### config.mk
export PLATFORM = sky130hd
export DESIGN_NAME = brk_seq_trigger
export DESIGN_NICKNAME = d
export VERILOG_FILES = /design/src/rtl/brk_pkg.sv /design/src/rtl/brk_seq_fsm.sv /design/src/rtl/brk_pc_pick.sv /design/src/rtl/brk_seq_trigger.sv
export SDC_FILE = /design/constraint.sdc
export NUM_CORES = 1
export LEC_CHECK = 0
export ABC_AREA = 1
export BUFFER_PORTS_ARGS = -buffer_cell sky130_fd_sc_hd__buf_2
export CAP_MARGIN = 10
export CORE_UTILIZATION = 47
export CTS_BUF_LIST = sky130_fd_sc_hd__clkbuf_2 sky130_fd_sc_hd__clkbuf_4 sky130_fd_sc_hd__clkbuf_8
export DETAILED_ROUTE_END_ITERATION = 6
export GPL_ROUTABILITY_DRIVEN = 0
export MAX_ROUTING_LAYER = met4
export PLACE_DENSITY = 0.83
export SYNTH_ARGS = -nofsm -noshare
export SYNTH_HDL_FRONTEND = slang
export SYNTH_SLANG_ARGS = --single-unit
export TNS_END_PERCENT = 10
### constraint.sdc
create_clock -name clk -period 2.4 [get_ports clk]
set_clock_uncertainty 0.2 [all_clocks]
set_input_delay 0.48 -clock clk [delete_from_list [all_inputs] [get_ports clk]]
set_output_delay 0.48 -clock clk [all_outputs]
set_load 0.005 [all_outputs]
### src/rtl/brk_pkg.sv
package brk_pkg;

  typedef enum logic [1:0] {
    COND_FETCH_PRE  = 2'd0,
    COND_FETCH_POST = 2'd1,
    COND_DATA_ADDR  = 2'd2,
    COND_DATA_VALUE = 2'd3
  } brk_cond_e;

  typedef enum logic [1:0] {
    SRC_FETCH   = 2'd0,
    SRC_NEXT    = 2'd1,
    SRC_RETIRED = 2'd2
  } pc_src_e;

  // Which supplied PC a condition type stores.
  function automatic pc_src_e src_of_cond(input brk_cond_e c);
    case (c)
      COND_FETCH_PRE:  return SRC_FETCH;
      COND_FETCH_POST: return SRC_NEXT;
      COND_DATA_ADDR:  return SRC_NEXT;
      default:         return SRC_RETIRED;
    endcase
  endfunction

endpackage

### src/rtl/brk_seq_fsm.sv
module brk_seq_fsm
  import brk_pkg::*;
#(
  parameter int CNT_W = 8
) (
  input  logic             clk,
  input  logic             rst_n,
  input  logic             seq_mode,
  input  logic             cnt_on,
  input  logic [CNT_W-1:0] cnt_load,
  input  logic             hit_a,
  input  logic             hit_b,
  input  brk_cond_e        cond_a,
  input  brk_cond_e        cond_b,
  output logic             fire,
  output brk_cond_e        fire_cond,
  output logic             armed,
  output logic [CNT_W-1:0] cnt
);

  localparam logic [CNT_W-1:0] CNT_ONE = CNT_W'(1);

  // Countdown at its last step: 1, or 0 when preloaded with 0.
  function automatic logic cnt_last(input logic [CNT_W-1:0] v);
    return v <= CNT_ONE;
  endfunction

  function automatic logic [CNT_W-1:0] cnt_step(input logic [CNT_W-1:0] v);
    return v - CNT_ONE;
  endfunction

  logic both_hit, a_only, b_armed, seq_fire, free_fire, cnt_ok;

  assign both_hit  = hit_a & hit_b;
  assign a_only    = hit_a & ~hit_b;
  assign b_armed   = seq_mode & armed & hit_b & ~hit_a;
  assign cnt_ok    = ~cnt_on | cnt_last(cnt);
  assign seq_fire  = b_armed & cnt_ok;
  assign free_fire = ~seq_mode & (hit_a | hit_b);
  assign fire      = seq_fire | free_fire;
  assign fire_cond = (free_fire && hit_a) ? cond_a : cond_b;

  always_ff @(posedge clk or negedge rst_n) begin
    if (!rst_n) begin
      armed <= 1'b0;
      cnt   <= '0;
    end else if (!seq_mode) begin
      armed <= 1'b0;
    end else if (both_hit) begin
      armed <= armed;
    end else if (a_only) begin
      armed <= 1'b1;
      cnt   <= cnt_load;
    end else if (b_armed) begin
      if (seq_fire) armed <= 1'b0;
      else          cnt   <= cnt_step(cnt);
    end
  end

  p_disarm_after_fire_r6: assert property (@(posedge clk) disable iff (!rst_n)
    fire |=> !armed);

  p_arm_reload_r5: assert property (@(posedge clk) disable iff (!rst_n)
    (seq_mode && hit_a && !hit_b) |=> (armed && cnt == $past(cnt_load)));

  p_simul_hold_r3: assert property (@(posedge clk) disable iff (!rst_n)
    (seq_mode && hit_a && hit_b) |=> ($stable(armed) && $stable(cnt)));

  p_count_step_r4: assert property (@(posedge clk) disable iff (!rst_n)
    (seq_mode && cnt_on && armed && hit_b && !hit_a && cnt > CNT_ONE)
      |=> (armed && cnt == $past(cnt) - CNT_ONE));

  p_unarmed_b_r2: assert property (@(posedge clk) disable iff (!rst_n)
    (seq_mode && !armed && hit_b && !hit_a) |=> !armed);

endmodule

### src/rtl/brk_pc_pick.sv
module brk_pc_pick
  import brk_pkg::*;
#(
  parameter int PC_W = 32
) (
  input  logic            clk,
  input  logic            rst_n,
  input  logic            fire,
  input  brk_cond_e       fire_cond,
  input  logic [PC_W-1:0] pc_fetch,
  input  logic [PC_W-1:0] pc_next,
  input  logic [PC_W-1:0] pc_retired,
  output logic            brk_req,
  output logic [PC_W-1:0] saved_pc
);

  function automatic logic [PC_W-1:0] pick_pc(
    input brk_cond_e       c,
    input logic [PC_W-1:0] f,
    input logic [PC_W-1:0] n,
    input logic [PC_W-1:0] r
  );
    case (src_of_cond(c))
      SRC_FETCH: return f;
      SRC_NEXT:  return n;
      default:   return r;
    endcase
  endfunction

  logic [PC_W-1:0] pc_sel;
  assign pc_sel = pick_pc(fire_cond, pc_fetch, pc_next, pc_retired);

  always_ff @(posedge clk or negedge rst_n) begin
    if (!rst_n) begin
      brk_req  <= 1'b0;
      saved_pc <= '0;
    end else begin
      brk_req <= fire;
      if (fire) saved_pc <= pc_sel;
    end
  end

  p_req_follows_fire_r1: assert property (@(posedge clk) disable iff (!rst_n)
    fire |=> brk_req);

  p_pc_hold_r10: assert property (@(posedge clk) disable iff (!rst_n)
    !fire |=> $stable(saved_pc));

  p_pc_fetch_pre_r8: assert property (@(posedge clk) disable iff (!rst_n)
    (fire && fire_cond == COND_FETCH_PRE) |=> saved_pc == $past(pc_fetch));

  p_pc_imprecise_r8: assert property (@(posedge clk) disable iff (!rst_n)
    (fire && fire_cond == COND_DATA_VALUE) |=> saved_pc == $past(pc_retired));

endmodule

### src/rtl/brk_seq_trigger.sv
module brk_seq_trigger
  import brk_pkg::*;
#(
  parameter int CNT_W = 8,
  parameter int PC_W  = 32
) (
  input  logic             clk,
  input  logic             rst_n,
  input  logic             seq_mode,
  input  logic             cnt_on,
  input  logic [CNT_W-1:0] cnt_load,
  input  logic             hit_a,
  input  logic             hit_b,
  input  logic [1:0]       cond_a,
  input  logic [1:0]       cond_b,
  input  logic [PC_W-1:0]  pc_fetch,
  input  logic [PC_W-1:0]  pc_next,
  input  logic [PC_W-1:0]  pc_retired,
  output logic             brk_req,
  output logic [PC_W-1:0]  saved_pc
);

  logic             fire;
  brk_cond_e        fire_cond;
  logic             armed;
  logic [CNT_W-1:0] cnt;

  brk_seq_fsm #(.CNT_W(CNT_W)) u_fsm (
    .clk      (clk),
    .rst_n    (rst_n),
    .seq_mode (seq_mode),
    .cnt_on   (cnt_on),
    .cnt_load (cnt_load),
    .hit_a    (hit_a),
    .hit_b    (hit_b),
    .cond_a   (brk_cond_e'(cond_a)),
    .cond_b   (brk_cond_e'(cond_b)),
    .fire     (fire),
    .fire_cond(fire_cond),
    .armed    (armed),
    .cnt      (cnt)
  );

  brk_pc_pick #(.PC_W(PC_W)) u_pick (
    .clk       (clk),
    .rst_n     (rst_n),
    .fire      (fire),
    .fire_cond (fire_cond),
    .pc_fetch  (pc_fetch),
    .pc_next   (pc_next),
    .pc_retired(pc_retired),
    .brk_req   (brk_req),
    .saved_pc  (saved_pc)
  );

  p_b_before_a_r2: assert property (@(posedge clk) disable iff (!rst_n)
    (seq_mode && !armed && hit_b) |=> !brk_req);

  p_simul_no_break_r3: assert property (@(posedge clk) disable iff (!rst_n)
    (seq_mode && hit_a && hit_b) |=> !brk_req);

  p_free_mode_r7: assert property (@(posedge clk) disable iff (!rst_n)
    (!seq_mode && (hit_a || hit_b)) |=> brk_req);

  p_quiet_no_req_r1: assert property (@(posedge clk) disable iff (!rst_n)
    (!hit_a && !hit_b) |=> !brk_req);

  p_ordered_uses_b_r9: assert property (@(posedge clk) disable iff (!rst_n)
    (seq_mode && fire) |-> fire_cond == brk_cond_e'(cond_b));

endmodule

==> results.txt <==
----------------------------------------------------
[Critical path]
  WP depth ... 11
  Endpoint required time on the critical path ... 2.38 ns
  Arrival time of data at the critical path endpoint ... 2.09 ns
  Largest incremental delay on the critical path ... 0.30 ns
  Most common cell on crit path ... sky130_fd_sc_hd__nand2_1
  Startpoint-to-endpoint class of the critical path ... in2reg
  Crit path to ... u_pick.saved_pc[14]
  Number of cells on the worst reg-to-reg path ... 10
  Crit-path cells ... buf_2, inv_1, nand2_1, o21ai_0, ha_1, buf_4, a22o_1, nand2_1, nand2_1, nand2_1, nand2_1
  Maximum fanout encountered on the critical timing path ... 25
  Library cell contributing the largest single delay on the critical path ... sky130_fd_sc_hd__ha_1
  Reg-to-Reg End ... u_pick.saved_pc[8]
  Worst path top cell family by delay ... compound AO/OA/AOI/OAI gates
  Sum of buffers and inverters on the critical path ... 3
  Launching element of the worst setup path ... seq_mode
  CP Launch Type ... input port
  Worst reg2reg setup slack ... 0.31 ns
  Startpoint of the worst-slack reg-to-reg timing path ... u_fsm.cnt[0]
  Crit path capture type ... flip-flop

[Clock network]
  TritonCTS Sinks ... 42
  CTS tree ... yes
  Latest clock arrival within the worst-skew pair ... 0.29 ns
  Level count of the clock H-tree ... 2
  Count of hold buffers inserted by post-cts repair ... 0
  Maximum clock insertion buffer count ... 2
  Post-CTS setup-driven buffer insertion count ... 0
  Number of buffers inserted during clock tree synthesis ... 5
  Root buffer cell ... sky130_fd_sc_hd__clkbuf_8
  Resized Gates After CTS ... 0
  Clock transition at the registers of the reported paths ... 0.08 ns

[Timing]
  Worst slew margin relative to its limit ... 60.1%
  Endpoints failing hold ... 20
  Setup slack of the critical path after layout ... 0.284 ns
  Fmax ... 0.473 GHz
  Final period utilization ... 88.2%
  Count of endpoints failing setup in the final report ... 0
  Slew @ Worst Pin ... 0.598 ns
  Worst hold margin ... -0.0104 ns
  Post-route minimum period ... 2.12 ns
  Setup repair after global routing missed its margin ... no
  Count of final max-slew check failures ... 0

[Floorplan]
  X dimension of the die ... 78.2 µm
  Area of the core region ... 5540 µm²
  Initial core utilization ... 49.3%
  Area of the die ... 6110 µm²
  Die Ht ... 78.2 µm
  Boundary Pins ... 147
  # rows ... 27

[Outcome]
  Failing checks ... negative hold slack
  Run status ... finished with violations

[Final layout]
  Share of cells above drive strength 1 ... 31.2%
  Final antenna diode count ... 0
  Number of filler instances in the final layout ... 527
  Fin nets ... 662
  Design Area, Final ... 3630 µm²
  Post-synthesis to final-layout area growth ... 32.9%

[Worst hold path]
  Tightest Hold Check Type ... in2async

[Power and ir drop]
  Logic pwr share ... 38.3%
  Switching part of the total ... 36.5%
  Lkg Pwr ... 2.26 nW
  Portion of total power attributed to sequential cells ... 41.1%
  Part of the total power dissipated in the clock network ... 20.7%
  Net load switching power ... 0.859 mW
  IR Drop Worst-Case VDD ... 0.000364 V
  Total internal power ... 1.49 mW
  Power per cell area ... 649 nW/µm²

[Global routing]
  First-pass GRT wire length ... 13300 µm
  Largest net degree at the start of global routing ... 34
  Final global-route overflow total ... 0
  Number of antenna violations at the first check in global routing ... 0
  Global-route total usage across every layer ... 28.2%
  Vias in the first global route ... 3082

[Logic synthesis]
  #FFs+latches synth ... 42
  Post-synthesis instance area ... 2730 µm²
  Net count after synthesis ... 521
  Fraction of registers with async set or reset after synthesis ... 100%
  Number of enable flip-flop cells after synthesis ... 0
  Count of yosys warnings during synthesis ... 0
  Avg Cell Area, Syn ... 6.77 µm²
  Cells after synthesis ... 403
  Count of distinct cell types in the synthesized netlist ... 19
  Share of the yosys chip area belonging to registers ... 38.5%
  Top FF cell, synth ... sky130_fd_sc_hd__dfrtp_1

[Route]
  Number of remaining DRC errors ... 0
  Routed WL ... 7900 µm
  Antenna-violating nets left ... 0
  Via density per instance ... 5.08
  First-pass DRT Iterations ... 5
  WL/cell ... 12.8 µm
  Via count ... 3136
  Initial DRC count ... 163

[Placed design]
  Setup Slack @ Placement ... -0.0518 ns
  Placement-stage cell area ... 3530 µm²
  Detailed placer's ending HPWL ... 5930 µm
  Count of input and output buffers ... 146

[Flow run]
  Number of violations of the max-capacitance limit ... 0

----------------------------------------------------
[how the worst min path moves through the flow]
stage / startpoint / to / slack, ns / cells past startpoint
final: rst_n / u_pick.saved_pc[11] / -0.01 / 1
after global routing: rst_n / u_pick.saved_pc[4] / 0.03 / 1
after CTS: rst_n / u_pick.saved_pc[11] / 0.003 / 1
after detailed placement: u_pick.saved_pc[19] / u_pick.saved_pc[19] / 0.29 / 2
after global placement: u_pick.saved_pc[31] / u_pick.saved_pc[31] / 0.29 / 2
after floorplan: rst_n / u_fsm.armed / -0.02 / 0
[stage by stage]
| step | std cells | power [mW] | TNS [ns] | utilization (%) |
|---|---|---|---|---|
| after floorplan | 403 | 1.52 | 0 | - |
| after global placement | 609 | 1.84 | 0 | 63.7 |
| after detailed placement | 609 | 1.88 | -0.506 | 63.7 |
| after CTS | 617 | 2.37 | 0 | 65.4 |
| after global routing | 617 | 2.55 | 0 | 65.4 |
| final | 617 | 2.35 | 0 | 65.4 |
[layout by cell type, fill, tap and decap left out]
cell type                    n
sky130_fd_sc_hd__a21boi_0    1
sky130_fd_sc_hd__a21oi_1     3
sky130_fd_sc_hd__a22o_1     32
sky130_fd_sc_hd__buf_2     146
sky130_fd_sc_hd__buf_4      12
sky130_fd_sc_hd__clkbuf_4    1
sky130_fd_sc_hd__clkbuf_8    6
sky130_fd_sc_hd__clkinv_2    1
sky130_fd_sc_hd__dfrtp_1    42
sky130_fd_sc_hd__ha_1        4
sky130_fd_sc_hd__inv_1      18
sky130_fd_sc_hd__nand2_1   213
sky130_fd_sc_hd__nand2_4     2
sky130_fd_sc_hd__nand3_1    40
sky130_fd_sc_hd__nand4_1     2
sky130_fd_sc_hd__nor2_1     10
sky130_fd_sc_hd__nor3_4      1
sky130_fd_sc_hd__o21ai_0     8
sky130_fd_sc_hd__o21ai_1     1
sky130_fd_sc_hd__o21ai_2     1
sky130_fd_sc_hd__o22ai_1     1
[state kept, by name, indices dropped and copies added, names as in the netlist]
| name | flops |
|---|---|
| u_fsm.armed | 1 |
| u_fsm.cnt | 8 |
| u_pick.brk_req | 1 |
| u_pick.saved_pc | 32 |
[synth_stat cells (all sizes together) (2+ instances only)]
cell type  instances  area (µm²)
buf               11        63.8
dfrtp             42        1050
clkbuf            13        48.8
a21oi              3        15.0
ha                 4        50.1
nand3             40         200
nand4              2        12.5
nand2            215         822
inv               18        67.6
a22o              32         280
nor2              10        37.5
o21ai             10        50.1
[metal layers]
metal	GRT usage [%]	part of all wire, %
met5	-	0
met4	13.5	2.5
met2	50.3	52
met1	30.9	39
met3	4.07	5.8
[layout make-up]
class | instances | area, µm² | area share [%]
repair buffers | 158 | 821 | 22.6
multi-input cells | 319 | 1500 | 41.4
well taps | 72 | 90.1 | 2.48
inverters | 18 | 67.6 | 1.86
clock inverters | 1 | 5.00 | 0.138
clock buffers | 7 | 90.1 | 2.48
flip-flops and latches | 42 | 1050 | 29.0
[power groups by stage]
stage          sequential (mW)  clock, mW  combinational, mW
6_report                 0.966      0.487              0.900
3_5_place_dp             0.975          0              0.903
5_1_grt                  0.987      0.528               1.03
2_1_floorplan            0.965          0              0.558
4_1_cts                  0.964      0.496              0.906
3_3_place_gp             0.971          0              0.866
[cell families (layout without fill, tap and decap cells)]
family          Yosys count  count (layout)  share of synthesized area, %
compound gates           47              47                          13.2
fa+ha+maj                 4               4                          1.83
flops                    42              42                          38.5
simple gates            268             268                          39.9
buf+inv                  42             184                          6.60
[worst reg2reg max path: cells and delay by family (launching register included)]
family        cells  cell delay [ns]
buf+inv           2             0.41
fa+ha+maj         1             0.29
flops             1             0.41
simple gates      7             0.70
No activity file was read; power rests on OpenSTA's default activity.
